--- src/rtl/lsh_pkg.sv ---
package lsh_pkg;

  typedef enum logic {
    ST_IDLE = 1'b0,
    ST_RUN  = 1'b1
  } lshState_e;

  // strobes from control to datapath
  typedef struct packed {
    logic startLine;  // capture config, raise start pulse, clear counters
    logic stopLine;   // last edge done and no follow-on line
    logic running;    // a line is in progress
  } lshCtl_t;

endpackage

--- src/rtl/lsh_ctrl.sv ---
module lsh_ctrl
  import lsh_pkg::*;
(
  input  logic    clk,
  input  logic    rstN,
  input  logic    startReq,
  input  logic    contMode,
  input  logic    lastFall,
  output lshCtl_t ctl,
  output logic    busy,
  output logic    lineDone
);

  lshState_e state;
  logic      go;

  assign go = startReq | contMode;

  always_comb begin
    ctl.running   = (state == ST_RUN);
    ctl.startLine = go && ((state == ST_IDLE) || lastFall);
    ctl.stopLine  = lastFall && !go;
  end

  assign busy = ctl.running;

  always_ff @(posedge clk) begin
    if (!rstN) begin
      state    <= ST_IDLE;
      lineDone <= 1'b0;
    end else begin
      lineDone <= lastFall;
      if (ctl.startLine)     state <= ST_RUN;
      else if (ctl.stopLine) state <= ST_IDLE;
    end
  end


  done_pulse_chk: assert property (@(posedge clk) disable iff (!rstN)
    lineDone |=> !lineDone);


  done_in_run_chk: assert property (@(posedge clk) disable iff (!rstN)
    lastFall |-> (state == ST_RUN));

endmodule

--- src/rtl/lsh_datapath.sv ---
module lsh_datapath
  import lsh_pkg::*;
#(
  parameter int PIX_SERIAL   = 256,
  parameter int PIX_PARALLEL = 128,
  parameter int RESET_CLKS   = 18,
  parameter int DIV_W        = 16,
  parameter int INT_W        = 20,
  parameter int DLY_W        = 8,
  parameter int IDX_W        = $clog2(PIX_SERIAL)
)(
  input  logic             clk,
  input  logic             rstN,
  input  lshCtl_t          ctl,
  input  logic             cfgParallel,
  input  logic [DIV_W-1:0] cfgHalfDiv,
  input  logic [INT_W-1:0] cfgIntegClks,
  input  logic [DLY_W-1:0] cfgStrobeDly,
  output logic             sensClk,
  output logic             sensStart,
  output logic             adcStrobe,
  output logic [IDX_W-1:0] pixelIdx,
  output logic             lastFall
);

  localparam int PIX_W  = IDX_W + 1;
  localparam int EDGE_W = INT_W + 2;
  localparam logic [PIX_W-1:0] PIX_S = PIX_W'(PIX_SERIAL);
  localparam logic [PIX_W-1:0] PIX_P = PIX_W'(PIX_PARALLEL);

  // captured line configuration
  logic [DIV_W-1:0]  halfLat;
  logic [DLY_W-1:0]  dlyLat;
  logic [PIX_W-1:0]  pixLat;
  logic [EDGE_W-1:0] edgeTotLat;

  // next-line configuration
  logic [DIV_W-1:0]  halfNext;
  logic [PIX_W-1:0]  pixNext;
  logic [EDGE_W-1:0] floorEdges, integEdges, edgeNext;

  always_comb begin
    halfNext   = (cfgHalfDiv == '0) ? DIV_W'(1) : cfgHalfDiv;
    pixNext    = cfgParallel ? PIX_P : PIX_S;
    floorEdges = EDGE_W'(pixNext) + EDGE_W'(1);
    integEdges = EDGE_W'(RESET_CLKS) + EDGE_W'(cfgIntegClks);
    edgeNext   = (integEdges > floorEdges) ? integEdges : floorEdges;
  end

  // clock generation state
  logic [DIV_W-1:0]  phaseCnt;
  logic [EDGE_W-1:0] edgeCnt;
  logic              phaseEnd;
  logic [DLY_W-1:0]  dlyCnt;
  logic [IDX_W-1:0]  pendIdx;

  assign phaseEnd = (phaseCnt == halfLat - DIV_W'(1));
  assign lastFall = ctl.running && sensClk && phaseEnd && (edgeCnt == edgeTotLat);

  always_ff @(posedge clk) begin
    if (!rstN) begin
      halfLat    <= DIV_W'(1);
      dlyLat     <= '0;
      pixLat     <= PIX_S;
      edgeTotLat <= '0;
      phaseCnt   <= '0;
      edgeCnt    <= '0;
      sensClk    <= 1'b0;
      sensStart  <= 1'b0;
      adcStrobe  <= 1'b0;
      pixelIdx   <= '0;
      dlyCnt     <= '0;
      pendIdx    <= '0;
    end else begin
      adcStrobe <= 1'b0;
      // delayed strobe countdown
      if (dlyCnt != '0) begin
        dlyCnt <= dlyCnt - DLY_W'(1);
        if (dlyCnt == DLY_W'(1)) begin
          adcStrobe <= 1'b1;
          pixelIdx  <= pendIdx;
        end
      end
      if (ctl.startLine) begin
        halfLat    <= halfNext;
        dlyLat     <= cfgStrobeDly;
        pixLat     <= pixNext;
        edgeTotLat <= edgeNext;
        phaseCnt   <= '0;
        edgeCnt    <= '0;
        sensClk    <= 1'b0;
        sensStart  <= 1'b1;
      end else if (ctl.stopLine) begin
        phaseCnt  <= '0;
        edgeCnt   <= '0;
        sensClk   <= 1'b0;
        sensStart <= 1'b0;
      end else if (ctl.running) begin
        if (phaseEnd) begin
          phaseCnt <= '0;
          sensClk  <= !sensClk;
          if (!sensClk) begin
            edgeCnt <= edgeCnt + EDGE_W'(1);
            if (edgeCnt < EDGE_W'(pixLat)) begin
              if (dlyLat == '0) begin
                adcStrobe <= 1'b1;
                pixelIdx  <= edgeCnt[IDX_W-1:0];
              end else begin
                dlyCnt  <= dlyLat;
                pendIdx <= edgeCnt[IDX_W-1:0];
              end
            end
          end else begin
            sensStart <= 1'b0;
          end
        end else begin
          phaseCnt <= phaseCnt + DIV_W'(1);
        end
      end
    end
  end


  start_rise_low_chk: assert property (@(posedge clk) disable iff (!rstN)
    $rose(sensStart) |-> !sensClk);


  start_fall_edge_chk: assert property (@(posedge clk) disable iff (!rstN)
    $fell(sensStart) |-> $fell(sensClk));


  idle_quiet_chk: assert property (@(posedge clk) disable iff (!rstN)
    !ctl.running |-> (!sensClk && !adcStrobe));


  strobe_range_chk: assert property (@(posedge clk) disable iff (!rstN)
    adcStrobe |-> (PIX_W'(pixelIdx) < pixLat));


  edge_bound_chk: assert property (@(posedge clk) disable iff (!rstN)
    edgeCnt <= edgeTotLat);

endmodule

--- src/rtl/linescan_host.sv ---
module linescan_host
  import lsh_pkg::*;
#(
  parameter int PIX_SERIAL   = 256,
  parameter int PIX_PARALLEL = 128,
  parameter int RESET_CLKS   = 18,
  parameter int DIV_W        = 16,
  parameter int INT_W        = 20,
  parameter int DLY_W        = 8,
  parameter int IDX_W        = $clog2(PIX_SERIAL)
)(
  input  logic             clk,
  input  logic             rstN,
  input  logic             startReq,
  input  logic             contMode,
  input  logic             cfgParallel,
  input  logic [DIV_W-1:0] cfgHalfDiv,
  input  logic [INT_W-1:0] cfgIntegClks,
  input  logic [DLY_W-1:0] cfgStrobeDly,
  output logic             sensClk,
  output logic             sensStart,
  output logic             adcStrobe,
  output logic [IDX_W-1:0] pixelIdx,
  output logic             busy,
  output logic             lineDone
);

  lshCtl_t ctl;
  logic    lastFall;

  lsh_ctrl u_ctrl (
    .clk      (clk),
    .rstN     (rstN),
    .startReq (startReq),
    .contMode (contMode),
    .lastFall (lastFall),
    .ctl      (ctl),
    .busy     (busy),
    .lineDone (lineDone)
  );

  lsh_datapath #(
    .PIX_SERIAL   (PIX_SERIAL),
    .PIX_PARALLEL (PIX_PARALLEL),
    .RESET_CLKS   (RESET_CLKS),
    .DIV_W        (DIV_W),
    .INT_W        (INT_W),
    .DLY_W        (DLY_W),
    .IDX_W        (IDX_W)
  ) u_dp (
    .clk          (clk),
    .rstN         (rstN),
    .ctl          (ctl),
    .cfgParallel  (cfgParallel),
    .cfgHalfDiv   (cfgHalfDiv),
    .cfgIntegClks (cfgIntegClks),
    .cfgStrobeDly (cfgStrobeDly),
    .sensClk      (sensClk),
    .sensStart    (sensStart),
    .adcStrobe    (adcStrobe),
    .pixelIdx     (pixelIdx),
    .lastFall     (lastFall)
  );

endmodule

--- config.mk ---
export PLATFORM = sky130hd
export DESIGN_NAME = linescan_host
export DESIGN_NICKNAME = d
export VERILOG_FILES = /design/src/rtl/lsh_pkg.sv /design/src/rtl/lsh_ctrl.sv /design/src/rtl/lsh_datapath.sv /design/src/rtl/linescan_host.sv
export SDC_FILE = /design/constraint.sdc
export NUM_CORES = 1
export LEC_CHECK = 0
export CAP_MARGIN = 10
export CORE_MARGIN = 4
export CORE_UTILIZATION = 64
export CTS_BUF_LIST = sky130_fd_sc_hd__clkbuf_8
export CTS_CLUSTER_DIAMETER = 40
export DETAILED_ROUTE_END_ITERATION = 6
export PLACE_DENSITY = 0.86
export SYNTH_ARGS = -nofsm -noshare
export SYNTH_HDL_FRONTEND = slang
export SYNTH_SLANG_ARGS = --single-unit
--- constraint.sdc ---
create_clock -name clk -period 6.8 [get_ports clk]
set_input_delay 1.7 -clock clk [delete_from_list [all_inputs] [get_ports clk]]
set_output_delay 1.7 -clock clk [all_outputs]
set_load 0.1 [all_outputs]
# --- After elaboration in Yosys (flattened, before gate mapping) ---
# Index checks and enable logic that the tools add are counted.
classes:
  eq_ne: 3
  bitwise_logic: 7
  n_mux: 37
  magnitude_cmp: 2
  addsub: 6
  reduce_logical: 20
ops:
  columns: ["cell", "n"]
  rows:
  - ["$mux 8", 17]
  - ["$mux 16", 2]
  - ["$add 22x1->22 const B", 1]
  - ["$eq 22x22->1", 1]
  - ["$gt 22x22->1", 1]
  - ["$lt 22x9->1", 1]
  - ["$mux 22", 1]
  - ["$add 5x20->21 const A", 1]
  - ["$add 16x1->16 const B", 1]
  - ["$eq 16x16->1", 1]
  - ["$logic_not 16->1", 1]
  - ["$mux 1", 16]
  - ["$sub 16x1->16 const B", 1]
  - ["$add 9x1->10 const B", 1]
  - ["$mux 9", 1]
  - ["$reduce_bool 3->1", 3]
  - ["$eq 8x1->1 const B", 1]
  - ["$logic_not 8->1", 1]
  - ["$reduce_bool 8->1", 1]
  - ["$sub 8x1->8 const B", 1]
  - ["$reduce_and 7->1", 1]
  - ["$not 1->1", 6]
  - ["$reduce_and 3->1", 2]
  - ["$logic_and 1x1->1", 5]
  - ["other kinds (6)", 7]
word_totals:
  reg_bits: 122
  word_cells: 89
  output_inout_bits: 13
  inputBits: 49

# --- Longest topological paths before layout ---
# Gate-level depths: netlist of run 1.
logic_depth:
  depth_word: 10
  mapped_depth: 14
  ltp_nobuf: 12

# --- By module ---
# Synthesis of run 1 repeated with hierarchy kept, for this count alone.
hier_totals:
  hier_cells: 776
  hier_area_um2: 6512.5
modules_own_cells:
  columns: ["module", "n_inst", "area_each_um2", "cells_each"]
  rows:
  - ["lsh_datapath", 1, 6426.2, 766]
  - ["lsh_ctrl", 1, 86.3, 10]

# --- Least setup slack after synthesis of run 1 ---
# Ideal clock, no wire load.
synth_timing:
  path_type: "input -> register"
  from: "in cfgIntegClks[3]"
  to: "reg u_dp.edgeTotLat[7]"
  path_slack_ns: 2.348
  t_arrival_ns: 4.394
  cell_stages: 14
  required_time_ns: 6.742
  path_cell_list: "clkbuf_1 > a31o_2 > nand4_1 > xor2_1 > inv_1 > ha_1 > inv_1 > a2111oi_0 > and4_1 > o211ai_1 > or2_2 > buf_1 > a2111oi_0 > a31o_2"
synth_via:
  elab_chain_cells: 3
synth_rtl:
  columns: ["element", "line_no", "rtl"]
  rows:
  - ["from (decl)", "linescan_host.sv:18", "input logic [INT_W-1:0] cfgIntegClks,"]
  - ["$add 5x20->21 (*)", "lsh_datapath.sv:46", "integEdges = EDGE_W'(RESET_CLKS) + EDGE_W'(cfgIntegClks);"]
  - ["$gt 22x22->1", "lsh_datapath.sv:47", "edgeNext = (integEdges > floorEdges) ? integEdges : floorEdges;"]
  - ["$mux 22 (*)", "lsh_datapath.sv:47", null]
  - ["to (signal assigned)", "lsh_datapath.sv:88", "edgeTotLat <= edgeNext;"]
  - ["to (decl)", "lsh_datapath.sv:35", "logic [EDGE_W-1:0] edgeTotLat;"]
# Mark *: on every way between the ends. The rest lies on a longest branch, timed or not.
# A chain may end at the register's enable or synchronous reset.

# --- Worst setup path after layout of run 1 ---
layout_timing:
  from: "reg u_dp.halfLat[0]"
  to: "reg u_dp.dlyCnt[7]"
layout_via:
  elab_chain_cells: 7
  word_cells_on_any_way: 11
layout_rtl:
  columns: ["element", "line_no", "rtl"]
  rows:
  - ["from (decl)", "lsh_datapath.sv:32", "logic [DIV_W-1:0] halfLat;"]
  - ["from (signal assigned)", "lsh_datapath.sv:85", "halfLat <= halfNext;"]
  - ["$sub 16x1->16 (*)", "lsh_datapath.sv:57", "assign phaseEnd = (phaseCnt == halfLat - DIV_W'(1));"]
  - ["$eq 16x16->1 (*)", "lsh_datapath.sv:57", null]
  - ["$logic_and 1x1->1 (2 in series)", "lsh_datapath.sv:58", "assign lastFall = ctl.running && sensClk && phaseEnd && (edgeCnt == edgeTotLat);"]
  - ["$logic_and 1x1->1 / $logic_or 1x1->1 (equally long branches)", "lsh_ctrl.sv:22, lsh_ctrl.sv:21", null]
  - ["$mux 8 / $logic_and 1x1->1 (equally long branches)", "lsh_datapath.sv:93, lsh_ctrl.sv:21", null]
  - ["$mux 8 (*)", "lsh_datapath.sv:84", "if (ctl.startLine) begin"]
  - ["to (signal assigned)", "lsh_datapath.sv:78", "dlyCnt <= dlyCnt - DLY_W'(1);"]
  - ["to (signal assigned)", "lsh_datapath.sv:109", "dlyCnt <= dlyLat;"]
  - ["to (decl)", "lsh_datapath.sv:54", "logic [DLY_W-1:0] dlyCnt;"]
# Marks and branches as above.

==> run metrics, run 1 <==
crit path capture type=flip-flop; CTS tree=built; ANT nets after route=0; slowest CP cell=or4_1; CTS Buf Count=17; Syn Std Cell Area=6230 um^2; total global routing overflow=0; top cells by area, synth=dfxtp_1 37%, xnor2_1 10%, nand3_1 5.5%; Post-CTS Hold Buffers=0; Cell Int Power=0.00129 W; clk sinks=114; Seq cells post-synth=114; Power Density=250 nW/um^2; Critical Path Source Type=flip-flop; Post-Synth Simple-Gate Area=27.4%; antenna violations before repair=0; worst path bufs/invs=1; Slowest Stage Delay on Critical Path=around 1.1 ns; Layout fillers=676; Total GRT Usage=a little over a quarter; delay-heaviest family, CP=simple AND/OR/NAND/NOR gates; Post-Synth XOR/XNOR Area=between 10% and 20%; synth-to-layout area growth=16.3%; largest family of logic cells by synthesized area=simple AND/OR/NAND/NOR gates; htree depth=4; CP cell instances=inv_1, ha_1, nor4b_1, nand4_1, xnor2_1, nor4_1, nand4bb_1, or4_1, nand3_1, o22ai_1; post-synthesis mux area share=about 2.7%; Fin Clk Skew=about 0.013 ns; Sequential Power Share=about two fifths; Data arrival, critical path=5.03 ns; Placed Cells incl. Taps=907; placement row count=35; Remaining DRCs=0; HPWL after detailed placement=10700 um; final hold vios=0; hold path depth=2; VDD IR-drop max=0.000112 V; final wirelength=15000 um; Worst Reg2Reg Path Length in Cells=10; DIE WIDTH=107 um; complex-gate fraction of the synthesized area=11.9%; Routed wire per std cell=16.0 um; share of layout cells above drive strength 1=7.04%; YS warnings=0; Post-synth ARST share=0%; Crit Path Max Fanout=26; status=completed; vias after detailed routing=about 5700; syn avg cell area=8.11 um^2; crit share post-route=69.3%; Fmax=0.212 GHz; Sum Neg Setup Slack=0 ns; global-route wire length before repair=25100 um; Clk pwr share=38.6%; P_sw=0.000525 W; Slew Limit Fails=0; EDFF count, synth=0; core box area=9370 um^2; relative slew slack=27.3%; gpl congestion=0.933; Root Buffer=clkbuf_8; Hold Path Class=flip-flop to flip-flop; # diodes=0; clk slew on worst S/H paths=0.07 ns; I/O Buffers=61; Switching Share=just under 30%; Die Y-Extent=around 110 um; Initial Util=66.5%; nets=856; Yosys top cell area share=between 30% and 40%; initial DRC count=about 330; largest net degree at the start of global routing=87; syn_nets=828; DRT Pass-1 Iters=5; RSZ-0062 raised after global routing=false; Distinct cells, synth=60; logic gate share of total power=19.5%; Slew @ Worst Pin=1.08 ns; cell accounting for the most synthesized area=dfxtp_1; setup bufs post-CTS=0; Synth Area in Adders=2.01%; Die ar.=11400 um^2; Cell Count, Final, Fillers Out=939; Vias/cell=6.03; number of gates resized after cts=0; min Tclk post-route=4.71 ns; final core utilization=a little under 80%; final setup fails=0; register area share after synthesis=36.6%; CP Depth=10; CP Data Required Time=7.12 ns; Max Cap Viol=0; clock tree buffer depth=2; leakage power=2.56 nW; clock latency on the worst-skew pair=0.45 ns; crit path kind=flip-flop to flip-flop; Hold WS=0.476 ns; vias in the first global route=about 5400; Cells after Synth=769; Synth Flop Type=dfxtp_1; I/O pin total=62
[cell families (layout without fill, tap and decap cells)]
group           after synthesis  after routing
simple gates                343            343
flops                       114            114
compound gates              107            107
xor+xnor                    102            102
buf+inv                      76            117
mux                          17             17
fa+ha+maj                    10             10
[tightest hold or removal path: cells and delay by family, from the launching register on]
kind	cells	cell delay (ns)
DFF	1	0.32
AOI/OAI and AO/OA	1	0.05
buffers and inverters	1	0.05
[placed cells by master (no fill, tap or decap), drive strengths merged, types with 3 or more instances in the layout]
cell	Yosys	layout
nor3b	3	3
nor4b	3	3
nand2	76	76
or3	5	5
dfxtp	114	114
or4	4	4
inv	21	22
o22ai	8	8
xor2	30	30
a31o	4	4
a21oi	10	10
ha	10	10
nand4	23	23
a211oi	11	11
a2111oi	3	3
clkdlybuf4s50	0	60
nor2b	3	3
buf	14	3
and3	5	5
a21o	3	3
bufinv	0	4
o211ai	4	4
nor4	32	32
o21ai	40	40
mux2i	17	17
clkinv	1	8
a31oi	3	3
nor3	18	18
nand3	68	68
nor2	85	85
and4	4	4
clkbuf	40	19
o31ai	11	11
xnor2	72	72
[power groups by stage]
stage                     Combinational, W  Sequential (W)  Clock, W
after floorplan                   0.000249        0.000772         0
after global placement            0.000331        0.000768         0
after detailed placement          0.000347        0.000770         0
after CTS                         0.000351        0.000757  0.000707
after global routing              0.000391        0.000763  0.000736
final                             0.000354        0.000758  0.000700
[cell type report]
class / count / area, um^2 / share of cell area [%]
Timing Repair Buffer: 63 / 621 / 8.56
Sequential cell: 114 / 2280 / 31.5
Clock inverter: 13 / 185 / 2.55
Clock buffer: 19 / 262 / 3.61
Tap cell: 129 / 161 / 2.23
Inverter: 22 / 82.6 / 1.14
Multi-Input combinational cell: 579 / 3660 / 50.4
[synth_stat cells, types with 5 or more instances]
library cell	instances
xor2_1	30
buf_1	9
a21oi_1	10
and3_1	5
dfxtp_1	114
nor4_1	32
o22ai_1	8
a211oi_2	8
nor3_1	17
nand2_1	76
nand4_1	23
nand3_1	68
nor2_1	85
ha_1	10
mux2i_1	17
inv_1	20
o21ai_0	38
xnor2_1	72
o31ai_1	11
clkbuf_1	40
[layer usage]
metal | GRT usage [%] | vias to the layer above | part of all wire (%) | wire length, um
li1 | - | 2762 | - | -
met1 | 33.7 | 2664 | 43 | 6420
met2 | 45.3 | 200 | 49 | 7300
met3 | 6.14 | 40 | 6.0 | 903
met4 | 10.6 | 0 | 2.6 | 386
met5 | 0 | - | 0 | 0
[registers in the layout, summed over array words and instances (netlist names), 2 cells and up]
name	cells
u_dp.edgeCnt	22
u_dp.pendIdx	8
u_dp.halfLat	16
u_dp.pixLat	2
u_dp.dlyLat	8
u_dp.pixelIdx	8
u_dp.dlyCnt	8
u_dp.edgeTotLat	21
u_dp.phaseCnt	16
[final timing paths]
path | slack (ns) | start | endpoint
worst max register to register | 2.09 | u_dp.halfLat[0]$_SDFFE_PN1P_ | u_dp.dlyCnt[7]$_SDFF_PN0_
worst max-delay path | 2.09 | u_dp.halfLat[0]$_SDFFE_PN1P_ | u_dp.dlyCnt[7]$_SDFF_PN0_
worst min register to register | 0.48 | u_dp.edgeTotLat[0]$_SDFFE_PN0P_ | u_dp.edgeTotLat[0]$_SDFFE_PN0P_
worst min-delay path | 0.48 | u_dp.edgeTotLat[0]$_SDFFE_PN0P_ | u_dp.edgeTotLat[0]$_SDFFE_PN0P_
[metrics by stage]
step | instance area [um^2] | power (W) | setup slack, ns
2_1_floorplan | 6230 | 0.00102 | 2.35
3_3_place_gp | 6800 | 0.00110 | 1.91
3_5_place_dp | 6800 | 0.00112 | 1.75
4_1_cts | 7250 | 0.00181 | 2.16
5_1_grt | 7250 | 0.00189 | 1.73
6_report | 7250 | 0.00181 | 2.09
No activity file was read; power rests on OpenSTA's default activity.
==> run 2, diff against run 1 <==
--- a/config.mk
+++ b/config.mk
@@ -7,11 +7,11 @@
 export LEC_CHECK = 0
 export CAP_MARGIN = 10
 export CORE_MARGIN = 4
-export CORE_UTILIZATION = 64
+export CORE_UTILIZATION = 54
 export CTS_BUF_LIST = sky130_fd_sc_hd__clkbuf_8
 export CTS_CLUSTER_DIAMETER = 40
 export DETAILED_ROUTE_END_ITERATION = 6
-export PLACE_DENSITY = 0.86
+export PLACE_DENSITY = 0.77
 export SYNTH_ARGS = -nofsm -noshare
 export SYNTH_HDL_FRONTEND = slang
 export SYNTH_SLANG_ARGS = --single-unit
==> constraint.sdc (replaced) <==
create_clock -name clk -period 4.26 [get_ports clk]
set_input_delay 1.065 -clock clk [delete_from_list [all_inputs] [get_ports clk]]
set_output_delay 1.065 -clock clk [all_outputs]
set_load 0.1 [all_outputs]
==> run 2 against run 1 <==
Effect of this change:
- die area increased by 17%
- cell count increased by 2.3%
- wire length increased by 0.27%
- worst setup slack got worse by 1.6 ns
- sequential share of layout area decreased by 0.44 points
- total power increased by 62%
- utilization decreased by 11 points
- clock skew decreased by 0.0030 ns
- cell area increased by 1.4%
- first-iteration DRC count increased by 5.8%
- worst hold slack improved by 0.0018 ns
- largest cell class unchanged
- highest routed layer unchanged
==> run metrics, run 2 (same netlist as run 1, synthesis figures left out) <==
status=completed; slowest CP cell=a2111oi_0; gpl congestion=0.878; HPWL after detailed placement=10900 um; final wirelength=about 15000 um; most flop-heavy register=u_dp.edgeCnt; Total GRT Usage=23.4%; I/O Buffers=61; vias after detailed routing=5552; Slew @ Worst Pin=0.989 ns; DRT Pass-1 Iters=5; global-route wire length before repair=25200 um; Vias/cell=5.78; CP cell instances=clkdlybuf4s50_1, a31o_2, nand4_1, xor2_1, inv_1, ha_1, inv_1, a2111oi_0, and4_1, o211ai_1, or2_2, a2111oi_0, a31o_2; VDD IR-drop max=0.000315 V; most frequent cells in the layout=114 x dfxtp_1, 85 x nor2_1, 76 x nand2_1; Placed Cells incl. Taps=930; Fmax=around 0.26 GHz; Slowest Stage Delay on Critical Path=0.47 ns; # diodes=0; RSZ-0062 raised after global routing=false; setup bufs post-CTS=0; I/O pin total=62; top flop regs=u_dp.edgeCnt x22, u_dp.edgeTotLat x21; max FFs per register=22; Slew Limit Fails=0; antenna violations before repair=0; Post-CTS Hold Buffers=0; number of gates resized after cts=0; total global routing overflow=0; CTS tree=built; Initial Util=between 50 and 60%; Die Y-Extent=115 um; delay-heaviest family, CP=compound AO/OA/AOI/OAI gates; Crit Path Max Fanout=9; design area=7350 um^2; htree depth=4; Data arrival, critical path=4.20 ns; clk sinks=around 110; Sum Neg Setup Slack=0 ns; clock latency on the worst-skew pair=0.44 ns; worst path bufs/invs=3; most common cell after layout, fill and taps aside=dfxtp_1; Worst Reg2Reg Path Length in Cells=11; nets=868; clk slew on worst S/H paths=~0.070 ns; Critical Path Source Type=primary input; crit path kind=primary input to flip-flop; Die ar.=around 13000 um^2; final setup fails=0; vias in the first global route=approximately 5400; ANT nets after route=0; Hold Path Class=flip-flop to flip-flop; initial DRC count=344; Cell Count, Final, Fillers Out=961; share of layout cells above drive strength 1=8.04%; Remaining DRCs=0; CP Data Required Time=4.65 ns; Root Buffer=clkbuf_8; Placed Area=6900 um^2; Max Cap Viol=0; relative slew slack=33.8%; CTS Buf Count=17; leakage power=2.63 nW; min Tclk post-route=around 3.8 ns; synth-to-layout area growth=18.0%; DIE WIDTH=around 120 um; CP Depth=13; largest net degree at the start of global routing=86; Power Density=400 nW/um^2; hold path depth=2; crit path capture type=flip-flop; placement row count=38; crit share post-route=89.5%; core box area=around 11000 um^2; final hold vios=0; Fin Clk Skew=0.00965 ns; clock tree buffer depth=2; Routed wire per std cell=15.7 um
run 2: cell count changes in the layout (fill, tap and decap cells not counted):
cell	previous run	this run
buf_4	2	14
clkinv_4	5	1
bufinv_16	4	5
clkinv_2	2	3
inv_1	21	22
o21ai_1	1	2
o21ai_2	1	0
run 2: tightest hold or removal path: stages (launching register included):
cell and delay [ns]:
dfxtp_1 0.33, nand2_1 0.06, a21oi_1 0.05
run 2: power breakdown:
part / internal [W] / switching [W] / total (W)
clock: 0.000717 / 0.000437 / 0.00115
sequential: 0.00114 / 0.0000731 / 0.00121
combinational: 0.000258 / 0.000321 / 0.000579
total: 0.00211 / 0.000831 / 0.00294
run 2: layer usage:
| layer | vias up | routed length, um | track usage (%) |
|---|---|---|---|
| met5 | - | 0 | 0 |
| met4 | 0 | 204 | 8.37 |
| met3 | 17 | 706 | 5.12 |
| met2 | 140 | 7180 | 38.6 |
| met1 | 2603 | 6960 | 30.4 |
| li1 | 2792 | - | - |
run 2: final cells by class:
class	instances	area, um^2
repair buffers	75	711
clock buffers	19	262
flip-flops and latches	114	2280
multi-input cells	579	3650
inverters	22	82.6
well taps	140	175
fillers	945	3720
clock inverters	12	189
run 2: final timing paths:
path                                          end  slack (ns)                             from
setup / recovery  u_dp.edgeTotLat[7]$_SDFFE_PN0P_        0.45                  cfgIntegClks[2]
hold / removal    u_dp.edgeTotLat[1]$_SDFFE_PN0P_        0.48  u_dp.edgeTotLat[1]$_SDFFE_PN0P_
setup reg to reg     u_dp.halfLat[2]$_SDFFE_PN0P_        0.54     u_dp.halfLat[0]$_SDFFE_PN1P_
hold reg to reg   u_dp.edgeTotLat[1]$_SDFFE_PN0P_        0.48  u_dp.edgeTotLat[1]$_SDFFE_PN0P_
run 2: metrics by stage:
step                setup WS [ns]  utilization [%]  hold WS [ns]  total power, W
floorplan                   0.443                -         0.442         0.00163
detailed placement         0.0224             62.3         0.472         0.00180
global placement            0.117             62.3         0.464         0.00177
CTS                         0.481             66.4         0.479         0.00296
finish                      0.448             66.4         0.478         0.00294
global route                0.210             66.4         0.500         0.00307
==> run 3, diff against run 2 <==
--- a/config.mk
+++ b/config.mk
@@ -5,13 +5,13 @@
 export SDC_FILE = /design/constraint.sdc
 export NUM_CORES = 1
 export LEC_CHECK = 0
-export CAP_MARGIN = 10
+export CAP_MARGIN = 20
 export CORE_MARGIN = 4
-export CORE_UTILIZATION = 54
-export CTS_BUF_LIST = sky130_fd_sc_hd__clkbuf_8
+export CORE_UTILIZATION = 64
+export CTS_BUF_LIST = sky130_fd_sc_hd__clkbuf_4 sky130_fd_sc_hd__clkbuf_8
 export CTS_CLUSTER_DIAMETER = 40
 export DETAILED_ROUTE_END_ITERATION = 6
-export PLACE_DENSITY = 0.77
+export PLACE_DENSITY = 0.86
 export SYNTH_ARGS = -nofsm -noshare
 export SYNTH_HDL_FRONTEND = slang
 export SYNTH_SLANG_ARGS = --single-unit
==> constraint.sdc (replaced) <==
create_clock -name clk -period 4.8 [get_ports clk]
set_input_delay 1.2 -clock clk [delete_from_list [all_inputs] [get_ports clk]]
set_output_delay 1.2 -clock clk [all_outputs]
set_load 0.1 [all_outputs]
==> run 3 against run 2 <==
Effect of this change:
- cell count is 2.0% lower
- global-route usage is 3.2 points higher
- sequential power is 12% lower
- critical endpoint unchanged
- sequential share of layout area is 0.47 points higher
- worst hold slack better by 0.0047 ns
- critical path type unchanged
- die area is 15% lower
- largest cell class unchanged
- flip-flop and latch count stayed put
==> run metrics, run 3 (same netlist as run 1, synthesis figures left out) <==
I/O Buffers=61; top flop regs=u_dp.edgeCnt x22, u_dp.edgeTotLat x21; gpl congestion=0.921; Slew Limit Fails=0; Vias/cell=roughly 6.0; final setup fails=0; Power Density=between 300 and 400 nW/um^2; share of layout cells above drive strength 1=about 7.4%; Root Buffer=clkbuf_8; VDD IR-drop max=0.000214 V; Slew @ Worst Pin=slightly above 1 ns; placement row count=35; Routed wire per std cell=about 16 um; CTS Buf Count=17; nets=859; core box area=9370 um^2; I/O pin total=62; CTS tree=built; CP Data Required Time=5.17 ns; most frequent cells in the layout=114 x dfxtp_1, 85 x nor2_1, 76 x nand2_1; crit path kind=primary input to flip-flop; clock tree buffer depth=2; Remaining DRCs=0; vias after detailed routing=5610; Total GRT Usage=26.6%; antenna violations before repair=0; Hold WS=approximately 0.48 ns; Critical Path Source Type=primary input; Data arrival, critical path=4.46 ns; Fmax=between 0.2 and 0.25 GHz; Placed Area=~6800 um^2; initial DRC count=370; status=completed; min Tclk post-route=between 4 and 5 ns; Final Power=0.00253 W; most common cell after layout, fill and taps aside=dfxtp_1; crit share post-route=a little under nine tenths; clk slew on worst S/H paths=0.07 ns; htree depth=4; DIE WIDTH=between 100 and 150 um; global-route wire length before repair=between 20000 and 25000 um; ANT nets after route=0; synth-to-layout area growth=16.2%; RSZ-0062 raised after global routing=false; Post-CTS Hold Buffers=0; largest net degree at the start of global routing=49; DRT Pass-1 Iters=6; total global routing overflow=0; design area=roughly 7200 um^2; Die ar.=around 11000 um^2; crit path capture type=flip-flop; Sum Neg Setup Slack=0 ns; Crit Path Max Fanout=9; hold path depth=2; Fin Clk Skew=~0.015 ns; final core utilization=77.3%; Worst Reg2Reg Path Length in Cells=11; vias in the first global route=between 5000 and 6000; final hold vios=0; Die Y-Extent=107 um; # diodes=0; relative slew slack=32.4%; clock latency on the worst-skew pair=between 0.4 and 0.5 ns; setup bufs post-CTS=0; most flop-heavy register=u_dp.edgeCnt; HPWL after detailed placement=between 10000 and 15000 um; final wirelength=roughly 15000 um; clk sinks=114; max FFs per register=22; Hold Path Class=flip-flop to flip-flop; Max Cap Viol=0; number of gates resized after cts=0; leakage power=2.56 nW; Initial Util=between 60 and 70%
## run 3: cell types whose count changed in the layout (fill, tap and decap cells not counted), sizes merged
cell,delta
buf,-9
inv,+3
clkinv,-1
clkbuf,-1
clkinvlp,+2
bufinv,-2
## run 3: per-stage QoR
step,cells,setup WS (ns)
after floorplan,769,0.848
after global placement,910,0.413
after detailed placement,910,0.253
after CTS,942,0.711
after global routing,942,0.472
final,942,0.710
## run 3: final timing paths
check	from	endpoint	slack [ns]
max	cfgIntegClks[3]	u_dp.edgeTotLat[7]$_SDFFE_PN0P_	0.71
min	u_dp.edgeTotLat[11]$_SDFFE_PN0P_	u_dp.edgeTotLat[11]$_SDFFE_PN0P_	0.48
max reg2reg	u_dp.halfLat[0]$_SDFFE_PN1P_	u_dp.dlyCnt[6]$_SDFF_PN0_	0.83
min reg2reg	u_dp.edgeTotLat[11]$_SDFFE_PN0P_	u_dp.edgeTotLat[11]$_SDFFE_PN0P_	0.48
## run 3: metal layers
metal  global-route usage (%)  wire (um)
met1                     32.6       6350
met2                     45.7       7240
met3                     4.52        897
met4                     12.0        379
met5                        0          0
## run 3: where the power goes
part	total, W	switching [W]	internal [W]
sequential	0.00107	0.0000634	0.00101
combinational	0.000503	0.000281	0.000223
clock	0.000959	0.000425	0.000534
total	0.00253	0.000769	0.00177
## run 3: critical path, cell delays in order
cell and delay (ns):
clkdlybuf4s50_1 0.60, a31o_2 0.29, nand4_1 0.13, xor2_1 0.20, inv_1 0.06, ha_1 0.29
inv_1 0.04, a2111oi_0 0.33, and4_1 0.24, o211ai_1 0.12, or2_2 0.38, a2111oi_0 0.41
a31o_2 0.17
## run 3: layout make-up
type	instances	area, um^2
well taps	129	161
inverters	22	82.6
flip-flops and latches	114	2280
clock inverters	14	175
multi-input cells	579	3650
repair buffers	66	643
fillers	704	2130
clock buffers	18	248
